### src/rtl/warp_sched_pkg.sv
package warp_sched_pkg;

    typedef enum logic [1:0] {
        WS_READY    = 2'd0,
        WS_ACTIVE   = 2'd1,
        WS_WAITING  = 2'd2,
        WS_FINISHED = 2'd3
    } warp_state_e;

    typedef enum logic [1:0] {
        UPD_CONTINUE = 2'd0,
        UPD_BARRIER  = 2'd1,
        UPD_EXIT     = 2'd2
    } upd_kind_e;

    // Next index with wrap-around over n entries.
    function automatic int unsigned wrap_inc(input int unsigned idx, input int unsigned n);
        return (idx + 1 >= n) ? 0 : idx + 1;
    endfunction

    // State a warp takes on a pipeline report; code 3 acts as continue.
    function automatic warp_state_e kind_to_state(input logic [1:0] kind);
        case (kind)
            UPD_BARRIER: return WS_WAITING;
            UPD_EXIT:    return WS_FINISHED;
            default:     return WS_READY;
        endcase
    endfunction

endpackage

### src/rtl/wsched_ctx_ram.sv
module wsched_ctx_ram #(
    parameter int DEPTH = 8,
    parameter int WIDTH = 64,
    localparam int AW = (DEPTH > 1) ? $clog2(DEPTH) : 1
) (
    input  logic             clk,
    input  logic             we,
    input  logic [AW-1:0]    waddr,
    input  logic [WIDTH-1:0] wdata,
    input  logic             re,
    input  logic [AW-1:0]    raddr,
    output logic [WIDTH-1:0] rdata
);
    logic [WIDTH-1:0] mem [DEPTH];

    always_ff @(posedge clk) begin
        if (we) mem[waddr] <= wdata;
        if (re) rdata <= mem[raddr];
    end
endmodule

### src/rtl/wsched_rr_pick.sv
module wsched_rr_pick #(
    parameter int N = 8,
    localparam int AW = (N > 1) ? $clog2(N) : 1
) (
    input  logic [N-1:0]  req,
    input  logic [AW-1:0] ptr,
    output logic          gnt_valid,
    output logic [AW-1:0] gnt_idx
);
    // Walk offsets from far to near so the nearest request is written last.
    always_comb begin
        gnt_valid = 1'b0;
        gnt_idx   = '0;
        for (int k = N - 1; k >= 0; k--) begin
            int unsigned cand;
            cand = (32'(ptr) + 32'(k)) % 32'(N);
            if (req[cand]) begin
                gnt_valid = 1'b1;
                gnt_idx   = AW'(cand);
            end
        end
    end
endmodule

### src/rtl/wsched_row_seq.sv
module wsched_row_seq #(
    parameter int NUM_WARPS = 8,
    parameter int ROWS = 4,
    localparam int WW = (NUM_WARPS > 1) ? $clog2(NUM_WARPS) : 1,
    localparam int RW = (ROWS > 1) ? $clog2(ROWS) : 1
) (
    input  logic          clk,
    input  logic          rst,
    input  logic          load,
    input  logic [WW-1:0] load_warp,
    input  logic          stall,
    output logic          valid,
    output logic [WW-1:0] warp,
    output logic [RW-1:0] row,
    output logic          free
);
    logic last_row;
    logic advance;

    assign last_row = (row == RW'(ROWS - 1));
    assign advance  = valid && !stall;
    assign free     = !valid || (advance && last_row);

    always_ff @(posedge clk) begin
        if (rst) begin
            valid <= 1'b0;
            warp  <= '0;
            row   <= '0;
        end else if (load) begin
            valid <= 1'b1;
            warp  <= load_warp;
            row   <= '0;
        end else if (advance) begin
            if (last_row) valid <= 1'b0;
            else          row   <= row + RW'(1);
        end
    end
endmodule

### src/rtl/warp_rr_sched.sv
module warp_rr_sched
    import warp_sched_pkg::*;
#(
    parameter int NUM_WARPS = 8,
    parameter int LANES = 8,
    parameter int THREADS = 32,
    parameter int PC_W = 32,
    localparam int WW = (NUM_WARPS > 1) ? $clog2(NUM_WARPS) : 1,
    localparam int ROWS = THREADS / LANES,
    localparam int RW = (ROWS > 1) ? $clog2(ROWS) : 1
) (
    input  logic               clk,
    input  logic               rst,
    input  logic               start_i,
    input  logic               init_we_i,
    input  logic [WW-1:0]      init_warp_i,
    input  logic [PC_W-1:0]    init_pc_i,
    input  logic [THREADS-1:0] init_mask_i,
    input  logic               upd_valid_i,
    input  logic [WW-1:0]      upd_warp_i,
    input  logic [1:0]         upd_kind_i,
    input  logic [PC_W-1:0]    upd_pc_i,
    input  logic [THREADS-1:0] upd_mask_i,
    input  logic               stall_i,
    output logic               iss_valid_o,
    output logic [WW-1:0]      iss_warp_o,
    output logic [RW-1:0]      iss_row_o,
    output logic [PC_W-1:0]    iss_pc_o,
    output logic [LANES-1:0]   iss_mask_o,
    output logic               done_o
);
    typedef struct packed {
        logic [PC_W-1:0]    pc;
        logic [THREADS-1:0] mask;
    } ctx_t;

    warp_state_e          st_q [NUM_WARPS];
    logic                 running_q;
    logic                 done_q;
    logic [WW-1:0]        rr_ptr_q;
    logic [NUM_WARPS-1:0] ready_vec, busy_vec, wait_vec, fin_vec;
    logic                 all_fin, release_bar, sel_fire, pick_valid, seq_free;
    logic [WW-1:0]        pick_idx;
    warp_state_e          upd_state;
    logic                 ram_we;
    logic [WW-1:0]        ram_waddr;
    ctx_t                 wr_ctx, rd_ctx;

    // Per-warp state decode
    for (genvar g = 0; g < NUM_WARPS; g++) begin : g_state_vec
        assign ready_vec[g] = (st_q[g] == WS_READY);
        assign busy_vec[g]  = (st_q[g] == WS_READY) || (st_q[g] == WS_ACTIVE);
        assign wait_vec[g]  = (st_q[g] == WS_WAITING);
        assign fin_vec[g]   = (st_q[g] == WS_FINISHED);
    end

    assign all_fin     = &fin_vec;
    assign release_bar = running_q && (|wait_vec) && !(|busy_vec);
    assign sel_fire    = running_q && seq_free && pick_valid;
    assign upd_state   = kind_to_state(upd_kind_i);

    wsched_rr_pick #(.N(NUM_WARPS)) u_pick (
        .req       (ready_vec),
        .ptr       (rr_ptr_q),
        .gnt_valid (pick_valid),
        .gnt_idx   (pick_idx)
    );

    // Lifecycle state per warp
    always_ff @(posedge clk) begin
        if (rst) begin
            for (int w = 0; w < NUM_WARPS; w++) st_q[w] <= WS_FINISHED;
        end else begin
            for (int w = 0; w < NUM_WARPS; w++) begin
                if (!running_q && init_we_i && init_warp_i == WW'(w))
                    st_q[w] <= WS_READY;
                else if (running_q && upd_valid_i && upd_warp_i == WW'(w))
                    st_q[w] <= upd_state;
                else if (release_bar && st_q[w] == WS_WAITING)
                    st_q[w] <= WS_READY;
                else if (sel_fire && pick_idx == WW'(w))
                    st_q[w] <= WS_ACTIVE;
            end
        end
    end

    // Launch control and round-robin pointer
    always_ff @(posedge clk) begin
        if (rst) begin
            running_q <= 1'b0;
            done_q    <= 1'b0;
            rr_ptr_q  <= '0;
        end else begin
            done_q <= 1'b0;
            if (!running_q) begin
                if (start_i) begin
                    running_q <= 1'b1;
                    rr_ptr_q  <= '0;
                end
            end else if (all_fin) begin
                running_q <= 1'b0;
                done_q    <= 1'b1;
            end else if (sel_fire) begin
                rr_ptr_q <= WW'(wrap_inc(32'(pick_idx), NUM_WARPS));
            end
        end
    end

    // Context RAM: loads while idle, pipeline reports while running
    assign ram_we    = running_q ? upd_valid_i : init_we_i;
    assign ram_waddr = running_q ? upd_warp_i : init_warp_i;
    assign wr_ctx    = running_q ? ctx_t'{pc: upd_pc_i, mask: upd_mask_i}
                                 : ctx_t'{pc: init_pc_i, mask: init_mask_i};

    wsched_ctx_ram #(.DEPTH(NUM_WARPS), .WIDTH($bits(ctx_t))) u_ram (
        .clk   (clk),
        .we    (ram_we),
        .waddr (ram_waddr),
        .wdata (wr_ctx),
        .re    (sel_fire),
        .raddr (pick_idx),
        .rdata (rd_ctx)
    );

    wsched_row_seq #(.NUM_WARPS(NUM_WARPS), .ROWS(ROWS)) u_rows (
        .clk       (clk),
        .rst       (rst),
        .load      (sel_fire),
        .load_warp (pick_idx),
        .stall     (stall_i),
        .valid     (iss_valid_o),
        .warp      (iss_warp_o),
        .row       (iss_row_o),
        .free      (seq_free)
    );

    // Lane slice of the thread mask for the current row
    always_comb begin
        iss_mask_o = '0;
        for (int r = 0; r < ROWS; r++) begin
            if (iss_row_o == RW'(r)) iss_mask_o = rd_ctx.mask[r*LANES +: LANES];
        end
    end

    assign iss_pc_o = rd_ctx.pc;
    assign done_o   = done_q;

endmodule

### config.mk
export PLATFORM = sky130hd
export DESIGN_NAME = warp_rr_sched
export DESIGN_NICKNAME = d
export VERILOG_FILES = /design/src/rtl/warp_sched_pkg.sv /design/src/rtl/wsched_ctx_ram.sv /design/src/rtl/wsched_rr_pick.sv /design/src/rtl/wsched_row_seq.sv /design/src/rtl/warp_rr_sched.sv
export SDC_FILE = /design/constraint.sdc
export NUM_CORES = 1
export LEC_CHECK = 0
export CORE_MARGIN = 3
export CORE_UTILIZATION = 40
export CTS_CLUSTER_DIAMETER = 60
export DETAILED_ROUTE_END_ITERATION = 7
export GPL_TIMING_DRIVEN = 0
export PLACE_DENSITY_LB_ADDON = 0.12
export SETUP_SLACK_MARGIN = 0.2
export SYNTH_ARGS = -nofsm -noshare
export SYNTH_HDL_FRONTEND = slang
export SYNTH_SLANG_ARGS = --single-unit
### constraint.sdc
create_clock -name clk -period 4.8 [get_ports clk]
set_input_delay 0.72 -clock clk [delete_from_list [all_inputs] [get_ports clk]]
set_output_delay 0.72 -clock clk [all_outputs]
set_load 0.005 [all_outputs]
==> out/qor.txt <==
worst-path fanout max: 10
Synth Instances: 1,594
first-pass GRT wire length: 105,000 µm
grt total ovfl: 0
Setup crit start: rr_ptr_q[1]$_SDFFE_PP0P_
DIE WIDTH: 259 µm
post-placement cell area: 0.0289 mm²
DR vias: 15.7k
Power Dens Cells: 487 mW/mm²
ys async rst share: 0%
Final nets: 2,015
DRT antenna net count: 0
CTS Buf Count: 66
FF+latch count, synth: 603
area delta synth->final: 21.0%
R2R setup slack: 0.42 ns
mean post-synth cell area: 16.1 µm²
Hold Path End: u_rows.warp[2]$_SDFFE_PP0N_
Synth area leaders: edfxtp_1 69%, mux2_2 5.1%, a221oi_1 3.8%, mux2_1 2.6%, mux2i_1 2.4%
max_slew headroom: 14.3%
outcome: complete, no violations
critical path startpoint category: register
cell internal pwr: 10.5 mW
post-synth net total: 1,745
Clk pwr share: 31.3%
switching power: 4.60 mW
crit path kind: reg2reg
combinational fraction of design power: 26.9%
share of the synthesized area in the top cell type: 69.5%
Ys Warns: 0
DRT Wirelength: 71,700 µm
largest net degree at the start of global routing: 55
vias in the first global route: 16.2k
Fin. Hold Viols: 0
sequential element share of the synthesized area: 70.3%
period utilization: 91.3%
leakage power: 10.2 nW
Sw Share: 30.5%
# H-tree levels: 3
Hold WC Path Type: reg2reg
ys flop type: edfxtp_1
share of cells above drive strength 1: 18.5%
design area: 0.0310 mm²
cts hold-fix bufs: 0
post-DP HPWL: 45,300 µm
Final min period: 4.38 ns
# rows: 92
Finished Layout Cells: 2,757
synth unique cells: 81
Final setup viols: 0
die area: 0.0671 mm²
Syn Std Cell Area: 0.0256 mm²
Die Y: 259 µm
R2R Path Start: rr_ptr_q[1]$_SDFFE_PP0P_
clock transition at the registers of the reported paths: 0.06 ns
CTS tree: yes
Max-Cap Viols: 0
hold_sp: u_rows.warp[2]$_SDFFE_PP0N_
Pwr Total: 15.1 mW
EDFF count, synth: 592
largest area contributor in the netlist: edfxtp_1
CP Data Required Time: 5.07 ns
Slew @ Worst Pin: 1.29 ns
Starting Density: 40.5%
Placeable Area: 0.0632 mm²
worst vdd ir: 0.356 mV
crit end category: register
Max Clock Freq: 228 MHz
antenna violations before repair: 0
WL/cell: 26.0 µm
placed cells: 2,639
unrepaired setup endpoints after global routing: yes
Slew Viols, Final: 0
clk_lat worst skew: 0.59 ns
CTS Buffer Depth: 3
clock skew: 0.0222 ns
# DRC: 0
critical path arrival: 4.66 ns
Hold Crit Depth: 2
initial DRC count: 1,097
routability cong.: 0.870
Reg power frac: 41.8%
R2R Path End: st_q[1][6]$_SDFFCE_PP1P_
Register-to-Register Path Depth: 18
GRT Total Usage: 21.1%
TritonCTS Sinks: 603
I/O Pins: 189
diodes inserted: 0
total negative setup slack: 0 ns
total iterations of the first detailed-routing run: 5
Root Driver: clkbuf_16
count of input and output buffers: 185
Via density: 5.70
-- layout by cell type (no fill, tap or decap), drive strengths merged, types with 45 or more instances in the layout --
cell type / n
o22ai: 59
a221oi: 110
edfxtp: 592
mux2i: 61
clkbuf: 150
buf: 102
nor2: 51
inv: 45
clkdlybuf4s50: 185
mux2: 175
-- critical path: stages (launching register included) --
cell and delay [ns]:
dfxtp_1 0.32, buf_2 0.22, inv_2 0.16, ha_1 0.30, clkbuf_2 0.20, buf_2 0.28, nor2_1 0.08, a2bb2oi_1 0.27
o211ai_1 0.15, o32ai_2 0.38, o21ai_2 0.25, and2_1 0.22, buf_4 0.20, inv_4 0.15, buf_6 0.20, buf_4 0.25
ha_1 0.23, nand2_1 0.07, nand3_1 0.13
-- power by group through the flow --
| stage | combinational, mW | sequential (mW) | clock (mW) |
|---|---|---|---|
| 2_1_floorplan | 2.46 | 6.39 | 0 |
| 3_3_place_gp | 4.02 | 6.43 | 0 |
| 3_5_place_dp | 4.08 | 6.41 | 0 |
| 4_1_cts | 4.11 | 6.30 | 4.82 |
| 5_1_grt | 4.37 | 6.32 | 5.03 |
| 6_report | 4.06 | 6.30 | 4.73 |
-- per-stage QoR --
stage / setup slack, ns / util, % / hold WS [ns]
finish: 0.417 / 49.0 / 0.502
global route: 0.167 / 49.0 / 0.535
CTS: 0.174 / 48.9 / 0.505
detailed placement: -0.0263 / 45.8 / 0.497
floorplan: 0.233 / - / 0.486
global placement: -2.00 / 45.1 / 0.512
-- how the worst max path moves through the flow --
| stage | endpoint | slack (ns) | cells after the start |
|---|---|---|---|
| final | st_q[1][6]$_SDFFCE_PP1P_ | 0.42 | 18 |
| after global routing | u_ram.rdata[9]$_DFFE_PN_ | 0.17 | 15 |
| after CTS | rr_ptr_q[2]$_SDFFE_PP0P_ | 0.17 | 16 |
| after detailed placement | rr_ptr_q[2]$_SDFFE_PP0P_ | -0.03 | 16 |
| after global placement | st_q[1][7]$_SDFFCE_PP1P_ | -2.00 | 9 |
| after floorplan | st_q[1][6]$_SDFFCE_PP1P_ | 0.23 | 11 |
-- cells in the mapped netlist (12+ instances only) --
library cell and number:
o22ai_1 59, nor2_1 51, mux2_1 58, a211oi_1 15
mux4_2 12, edfxtp_1 592, clkbuf_1 59, nand4_1 14
buf_2 34, buf_4 45, a31oi_1 27, a221oi_1 110
nor3_1 16, a21oi_1 33, mux2_2 117, nand2_1 42
o21ai_0 24, inv_1 37, mux2i_1 61
-- final cells by class --
class / instances / area (µm²)
sequential: 603 / 18000
inverter: 45 / 171
buffer: 146 / 823
timing repair buffer: 202 / 2230
clock buffer: 90 / 1830
multi-input combinational: 800 / 6710
fill: 5371 / 32200
tap: 846 / 1060
clock inverter: 25 / 163
-- kinds of logic after synthesis --
family,after synthesis,synth area share [%]
buffers and inverters,191,3.75
xor gates and xnor gates,4,0.166
adders and majority gates,9,0.440
DFF,603,70.3
muxes,248,11.1
AOI/OAI and AO/OA,359,10.7
and+or+nand+nor,180,3.52
-- registers in the layout (all words and copies together), names as in the netlist --
name,flops
st_q,16
u_rows.valid,1
done_o,1
rr_ptr_q,3
running_q,1
u_rows.row,2
u_rows.warp,3
u_ram.mem,512
u_ram.rdata,64
-- layer usage --
| metal | wire length, µm | vias up | global-route usage (%) |
|---|---|---|---|
| li1 | - | 6998 | - |
| met1 | 30400 | 8019 | 27.6 |
| met2 | 35200 | 582 | 35.7 |
| met3 | 4050 | 119 | 3.55 |
| met4 | 2020 | 0 | 7.30 |
| met5 | 0 | - | 0 |
-- what timing repair did --
item	4_1_cts	5_1_grt
pin swaps	0	2
buffers inserted	0	3
endpoints found under the setup margin	74	79
resized for setup	3	28
Note: power is estimated with default switching activity, not from simulation.
